--- src/rtl/pause_pkg.sv ---
package pause_pkg;

    typedef enum logic [1:0] {
        ST_IDLE,
        ST_FRAME,
        ST_FCS,
        ST_HOLD
    } pstate_e;

    localparam logic [47:0] PAUSE_DST_ADDR = 48'h0180_C200_0001;
    localparam logic [15:0] MAC_CTRL_TYPE  = 16'h8808;
    localparam logic [15:0] PAUSE_OPCODE   = 16'h0001;
    localparam logic [31:0] CRC_POLY_REFL  = 32'hEDB8_8320;

    function automatic logic [31:0] crc32_byte(input logic [31:0] c, input logic [7:0] b);
        logic [31:0] r;
        r = c ^ {24'h0, b};
        for (int k = 0; k < 8; k++) begin
            if (r[0]) r = (r >> 1) ^ CRC_POLY_REFL;
            else      r = r >> 1;
        end
        return r;
    endfunction

endpackage

--- src/rtl/pause_cfg_reg.sv ---
module pause_cfg_reg #(
    parameter int PT_W = 16
) (
    input  logic            clk,
    input  logic            rst_n,
    input  logic            load,
    input  logic [PT_W-1:0] pt_in,
    output logic [PT_W-1:0] pt_q
);

    always_ff @(posedge clk) begin
        if (!rst_n) begin
            pt_q <= '0;
        end else if (load) begin
            pt_q <= pt_in;
        end
    end

endmodule

--- src/rtl/pause_byte_gen.sv ---
module pause_byte_gen
    import pause_pkg::*;
#(
    parameter int IDX_W = 6,
    parameter int PT_W  = 16
) (
    input  logic [IDX_W-1:0] idx,
    input  logic [47:0]      src_addr,
    input  logic [PT_W-1:0]  ptime,
    output logic [7:0]       byte_o
);

    localparam int DST_END  = 6;
    localparam int SRC_END  = 12;
    localparam int TYPE_POS = 12;
    localparam int OPC_POS  = 14;
    localparam int PT_POS   = 16;

    int pos;
    assign pos = int'(idx);

    always_comb begin
        byte_o = '0;
        if (pos < DST_END) begin
            byte_o = PAUSE_DST_ADDR[8*(DST_END-1-pos) +: 8];
        end else if (pos < SRC_END) begin
            byte_o = src_addr[8*(SRC_END-1-pos) +: 8];
        end else if (pos == TYPE_POS) begin
            byte_o = MAC_CTRL_TYPE[15:8];
        end else if (pos == TYPE_POS + 1) begin
            byte_o = MAC_CTRL_TYPE[7:0];
        end else if (pos == OPC_POS) begin
            byte_o = PAUSE_OPCODE[15:8];
        end else if (pos == OPC_POS + 1) begin
            byte_o = PAUSE_OPCODE[7:0];
        end else if (pos == PT_POS) begin
            byte_o = ptime[15:8];
        end else if (pos == PT_POS + 1) begin
            byte_o = ptime[7:0];
        end
    end

endmodule

--- src/rtl/pause_fcs.sv ---
module pause_fcs
    import pause_pkg::*;
#(
    parameter int FCS_LEN = 4,
    parameter int SEL_W   = (FCS_LEN > 1) ? $clog2(FCS_LEN) : 1
) (
    input  logic             clk,
    input  logic             rst_n,
    input  logic             clear,
    input  logic             update,
    input  logic [7:0]       din,
    input  logic [SEL_W-1:0] sel,
    output logic [7:0]       fcs_byte
);

    logic [31:0] crc_q;
    logic [31:0] fcs_word;

    always_ff @(posedge clk) begin
        if (!rst_n) begin
            crc_q <= '1;
        end else if (clear) begin
            crc_q <= '1;
        end else if (update) begin
            crc_q <= crc32_byte(crc_q, din);
        end
    end

    assign fcs_word = ~crc_q;
    assign fcs_byte = fcs_word[8*sel +: 8];

endmodule

--- src/rtl/pause_tx_ctrl.sv ---
module pause_tx_ctrl
    import pause_pkg::*;
#(
    parameter int MIN_FRAME = 60,
    parameter int FCS_LEN   = 4,
    parameter int PT_W      = 16
) (
    input  logic        clk,
    input  logic        rst_n,
    input  logic        cfg_wr_en,
    input  logic [31:0] cfg_wr_data,
    output logic [31:0] cfg_rd_data,
    input  logic        full_duplex,
    input  logic        tx_enable,
    input  logic [47:0] station_addr,
    output logic [7:0]  tx_data,
    output logic        tx_valid,
    input  logic        tx_ready,
    output logic        tx_last,
    output logic        back_pressure,
    output logic        busy
);

    localparam int TOTAL = MIN_FRAME + FCS_LEN;
    localparam int IDX_W = $clog2(TOTAL);
    localparam int SEL_W = (FCS_LEN > 1) ? $clog2(FCS_LEN) : 1;
    localparam logic [IDX_W-1:0] LAST_DATA = IDX_W'(MIN_FRAME - 1);
    localparam logic [IDX_W-1:0] LAST_BYTE = IDX_W'(TOTAL - 1);
    localparam logic [IDX_W-1:0] FCS_BASE  = IDX_W'(MIN_FRAME);

    pstate_e          state_q;
    pstate_e          state_d;
    logic [IDX_W-1:0] idx_q;
    logic [IDX_W-1:0] idx_rel;
    logic [PT_W-1:0]  pt_q;
    logic             wr_idle;
    logic             start;
    logic             release_bp;
    logic             take;
    logic [7:0]       hdr_byte;
    logic [7:0]       fcs_byte;
    logic             unused_wr_bits;

    assign unused_wr_bits = ^cfg_wr_data[15:1];

    // write acceptance and request decode
    assign wr_idle    = cfg_wr_en && (state_q == ST_IDLE);
    assign start      = wr_idle && cfg_wr_data[0] && tx_enable;
    assign release_bp = (state_q == ST_HOLD) &&
                        ((cfg_wr_en && !cfg_wr_data[0]) || !tx_enable);
    assign take       = tx_valid && tx_ready;

    pause_cfg_reg #(.PT_W(PT_W)) u_cfg (
        .clk   (clk),
        .rst_n (rst_n),
        .load  (wr_idle),
        .pt_in (cfg_wr_data[31:16]),
        .pt_q  (pt_q)
    );

    pause_byte_gen #(.IDX_W(IDX_W), .PT_W(PT_W)) u_gen (
        .idx      (idx_q),
        .src_addr (station_addr),
        .ptime    (pt_q),
        .byte_o   (hdr_byte)
    );

    assign idx_rel = idx_q - FCS_BASE;

    pause_fcs #(.FCS_LEN(FCS_LEN), .SEL_W(SEL_W)) u_fcs (
        .clk      (clk),
        .rst_n    (rst_n),
        .clear    (start),
        .update   (take && (state_q == ST_FRAME)),
        .din      (hdr_byte),
        .sel      (idx_rel[SEL_W-1:0]),
        .fcs_byte (fcs_byte)
    );

    // next-state logic
    always_comb begin
        state_d = state_q;
        unique case (state_q)
            ST_IDLE: begin
                if (start) state_d = full_duplex ? ST_FRAME : ST_HOLD;
            end
            ST_FRAME: begin
                if (take && idx_q == LAST_DATA) state_d = ST_FCS;
            end
            ST_FCS: begin
                if (take && idx_q == LAST_BYTE) state_d = ST_IDLE;
            end
            ST_HOLD: begin
                if (release_bp) state_d = ST_IDLE;
            end
            default: state_d = ST_IDLE;
        endcase
    end

    // state register and byte index
    always_ff @(posedge clk) begin
        if (!rst_n) begin
            state_q <= ST_IDLE;
            idx_q   <= '0;
        end else begin
            state_q <= state_d;
            if (start) begin
                idx_q <= '0;
            end else if (take) begin
                idx_q <= (idx_q == LAST_BYTE) ? '0 : idx_q + 1'b1;
            end
        end
    end

    // outputs
    always_comb begin
        tx_valid      = 1'b0;
        tx_last       = 1'b0;
        tx_data       = '0;
        back_pressure = 1'b0;
        busy          = 1'b1;
        unique case (state_q)
            ST_IDLE: busy = 1'b0;
            ST_FRAME: begin
                tx_valid = 1'b1;
                tx_data  = hdr_byte;
            end
            ST_FCS: begin
                tx_valid = 1'b1;
                tx_data  = fcs_byte;
                tx_last  = (idx_q == LAST_BYTE);
            end
            ST_HOLD: back_pressure = 1'b1;
            default: busy = 1'b0;
        endcase
    end

    assign cfg_rd_data = {pt_q, 14'h0, back_pressure, busy};

endmodule

--- config.mk ---
export PLATFORM = sky130hd
export DESIGN_NAME = pause_tx_ctrl
export DESIGN_NICKNAME = d
export VERILOG_FILES = /design/src/rtl/pause_pkg.sv /design/src/rtl/pause_cfg_reg.sv /design/src/rtl/pause_byte_gen.sv /design/src/rtl/pause_fcs.sv /design/src/rtl/pause_tx_ctrl.sv
export SDC_FILE = /design/constraint.sdc
export NUM_CORES = 1
export LEC_CHECK = 0
export BUFFER_PORTS_ARGS = -buffer_cell sky130_fd_sc_hd__clkbuf_2
export CAP_MARGIN = 20
export CORE_MARGIN = 1
export CORE_UTILIZATION = 57
export CTS_BUF_LIST = sky130_fd_sc_hd__clkbuf_8 sky130_fd_sc_hd__clkbuf_16
export CTS_CLUSTER_DIAMETER = 150
export DETAILED_ROUTE_END_ITERATION = 12
export PLACE_DENSITY = 0.93
export SETUP_SLACK_MARGIN = 0.05
export SLEW_MARGIN = 5
export SYNTH_ARGS = -nofsm -noshare
export SYNTH_HDL_FRONTEND = slang
export SYNTH_SLANG_ARGS = --single-unit
--- constraint.sdc ---
create_clock -name clk -period 6.25 [get_ports clk]
set_clock_uncertainty 0.15 [all_clocks]
set_input_delay 0.625 -clock clk [delete_from_list [all_inputs] [get_ports clk]]
set_output_delay 0.625 -clock clk [all_outputs]
set_load 0.1 [all_outputs]
==> results.sh <==
export IMPL_root_buffer="clkbuf_8"
export IMPL_globalRouteTotalUtil_pct=28.18
export IMPL_cp_num_buf_inv=2
export IMPL_dr_pass1_iters=7
export IMPL_slowest_delay_ps=950
export IMPL_synthArstFlopShare_pct=0
export IMPL_irDropWorstVdd_uv=183.4
export IMPL_cts_tree="yes"
export IMPL_synth_edff_count=0
export IMPL_hold_depth=2
export IMPL_final_cell_area_sq_um=4982
export IMPL_placed_cell_area_sq_um=4893
export IMPL_drive_gt1_share_pct=27.81
export IMPL_ys_seq_area_share_pct=25.20
export IMPL_worstSetupStartpointType="flop"
export IMPL_drt_iter0_drc=255
export IMPL_min_period_over_period_pct=73.12
export IMPL_antenna_found_initial=0
export IMPL_clk_latency_ps=320
export IMPL_ctsHtreeMaxLevel=2
export IMPL_p_per_area_nw_per_um2=395.3
export IMPL_worstReg2RegStart="idx_q[0]$_SDFFE_PP0P_"
export IMPL_portBuffers=100
export IMPL_finalNetCount=662
export IMPL_grt_max_degree=38
export IMPL_setup_viol=0
export IMPL_worst_pin_slew_ps=1020
export IMPL_leakage_nw=2.043
export IMPL_pre_cts_ws_ps=2122
export IMPL_drc=0
export IMPL_hold_class="reg2reg"
export IMPL_io_pins=130
export IMPL_cts_sinks=56
export IMPL_clockBufferDepth=2
export IMPL_post_route_worst_setup_slack_ps=1680
export IMPL_grt_overflow=0
export IMPL_via_count=3914
export IMPL_post_route_util_pct=67.25
export IMPL_synth_area_sq_um=4449
export IMPL_max_freq_mhz=218.8
export IMPL_fin_hold_ws_ps=346.1
export IMPL_cts_inserted_buffers=5
export IMPL_num_rows=31
export IMPL_grt_pass1_vias=3855
export IMPL_initial_core_util_pct=60.06
export IMPL_critPathCaptureType="output pin"
export IMPL_crit_slowest_cell="dfxtp_2"
export IMPL_ys_types=62
export IMPL_maxCapViolCount=0
export IMPL_finalMaxSlewViolations=0
export IMPL_core_sq_um=7408
export IMPL_worstPathArrival_ps=3800
export IMPL_avgViaCountPerCell=5.930
export IMPL_ff2ff_path_depth=10
export IMPL_yosysWarnings=0
export IMPL_drt_wl_total_mm=11.29
export IMPL_r2r_slack_ps=2150
export IMPL_fillers=544
export IMPL_cts_hold_buf=0
export IMPL_multi_input_area_sq_um=3090
export IMPL_ant_nets=0
export IMPL_finalSetupTns_ps=0
export IMPL_worstPathCellList="inv_2 > ha_1 > nor2b_1 > nand3_1 > a221oi_2 > nand2_1 > o21ai_0 > and2_1 > clkbuf_2"
export IMPL_path_class="reg2out"
export IMPL_diodes=0
export IMPL_hold_viol=0
export IMPL_die_area_sq_um=8163
export IMPL_post_cts_resized=0
export IMPL_postCtsSetupRepairBufs=0
export IMPL_wire_per_inst_um=17.11
export IMPL_die_w_um=90.35
export IMPL_gp_congestion=0.8739
export IMPL_worstHoldStart="u_cfg.pt_q[3]$_SDFFE_PN0P_"
export IMPL_status="finished, final reports clean"
export IMPL_ys_seq_elements=56
export IMPL_clkTransAtPathRegs_ps=100
export IMPL_required_ps=5470
export IMPL_layout_min_cycle_time_ps=4570
export IMPL_slew_headroom_pct=31.77
export IMPL_r2r_end="u_fcs.crc_q[18]$_SDFFE_PP1P_"
export IMPL_crit_family="flip-flops"
export IMPL_rsz0062_at_grt="no"
export IMPL_ys_flop_type="dfxtp_1"
export IMPL_seq_area_sq_um=1122
export IMPL_area_growth_pct=11.98
export IMPL_netlist_instances=481
export IMPL_crit_fanout=31
export IMPL_grt_pass1_wl_mm=18.44
export IMPL_die_h_um=90.35
export IMPL_worstHoldEndpoint="u_cfg.pt_q[3]$_SDFFE_PN0P_"
export IMPL_postSynthAreaPerCell_sq_um=9.250
export IMPL_dp_hpwl_mm=8.588
==> area by class of cell <==
class	count	share of cell area [%]
clock buffers	5	1.381
well taps	99	2.486
flip-flops and latches	56	22.53
clock inverters	3	0.4018
repair buffers	103	10.50
multi-input cells	385	62.03
inverters	9	0.6781
==> cells in the final DEF, fill, tap and decap left out, types with 10 or more instances in the layout <==
cell type,count
xor2_1,18
and2_1,15
nand2_1,72
clkbuf_2,100
mux4_2,15
a21boi_0,17
a21oi_1,26
nor2_1,10
dfxtp_1,55
ha_1,16
conb_1,14
o21ai_0,11
xnor2_1,42
nand3_1,16
o211ai_1,18
nor3_1,14
==> per-stage QoR <==
| step | cells | power, mW |
|---|---|---|
| floorplan | 494 | 1.557 |
| global placement | 652 | 1.707 |
| detailed placement | 652 | 1.754 |
| CTS | 660 | 1.960 |
| global route | 660 | 2.073 |
| finish | 660 | 1.969 |
==> logic make-up after synthesis <==
kind of cell	after synthesis	synth area share, %
compound gates	103	17.27
xor+xnor	77	19.77
fa+ha+maj	16	4.499
buf+inv	53	6.440
flops	56	25.20
mux	26	10.66
other cells	1	0.08428
simple gates	149	16.09
==> metal layers <==
layer  track usage (%)  up-vias  wire (um)
met5                 0        -          0
met4             15.73        0        527
met3             5.303       46        782
met2             48.73      202       5610
met1             32.71     1833       4370
li1                  -     1833          -
==> worst register-to-register path: stages, from the launching register on <==
cell,delay [ps]
dfxtp_2,950
inv_2,170
ha_1,290
nor2b_1,430
nand3_1,200
a221oi_2,560
xnor2_4,230
xnor2_2,350
xnor2_2,190
xnor3_1,370
a21oi_1,140
==> worst max-delay path by stage <==
stage               cells past startpoint    endpoint  slack [ps]             startpoint
floorplan                              10  tx_data[0]        2240  idx_q[1]$_SDFFE_PP0P_
global placement                        9  tx_data[5]        2240  idx_q[0]$_SDFFE_PP0P_
detailed placement                      9  tx_data[5]        2120  idx_q[0]$_SDFFE_PP0P_
CTS                                     9  tx_data[2]        1690  idx_q[0]$_SDFFE_PP0P_
global route                            9  tx_data[2]        1380  idx_q[0]$_SDFFE_PP0P_
finish                                  9  tx_data[2]        1680  idx_q[0]$_SDFFE_PP0P_
==> state kept, by name (all words and copies together), names as in the netlist <==
name         flops
u_fcs.crc_q     32
idx_q            6
state_q          2
u_cfg.pt_q      16
==> cell usage after synthesis (14+ instances only) <==
| cell | instances | area (sq um) |
|---|---|---|
| and2_1 | 15 | 93.84 |
| nor3_1 | 14 | 70.07 |
| o211ai_1 | 18 | 135.1 |
| mux4_2 | 15 | 337.8 |
| a21boi_0 | 17 | 127.6 |
| a21oi_1 | 26 | 130.1 |
| dfxtp_1 | 56 | 1121 |
| xnor2_1 | 42 | 367.9 |
| xor2_1 | 18 | 157.7 |
| clkbuf_1 | 18 | 67.56 |
| ha_1 | 16 | 200.2 |
| buf_4 | 16 | 120.1 |
| nand3_1 | 16 | 80.08 |
| nand2_1 | 72 | 270.3 |
==> where the power goes <==
part / internal (mW) / switching [mW] / total (mW)
clock: 0.0785 / 0.123 / 0.201
combinational: 0.468 / 0.781 / 1.25
sequential: 0.423 / 0.0961 / 0.519
total: 0.969 / 1.00 / 1.97
(Power assumes the default switching activity.)
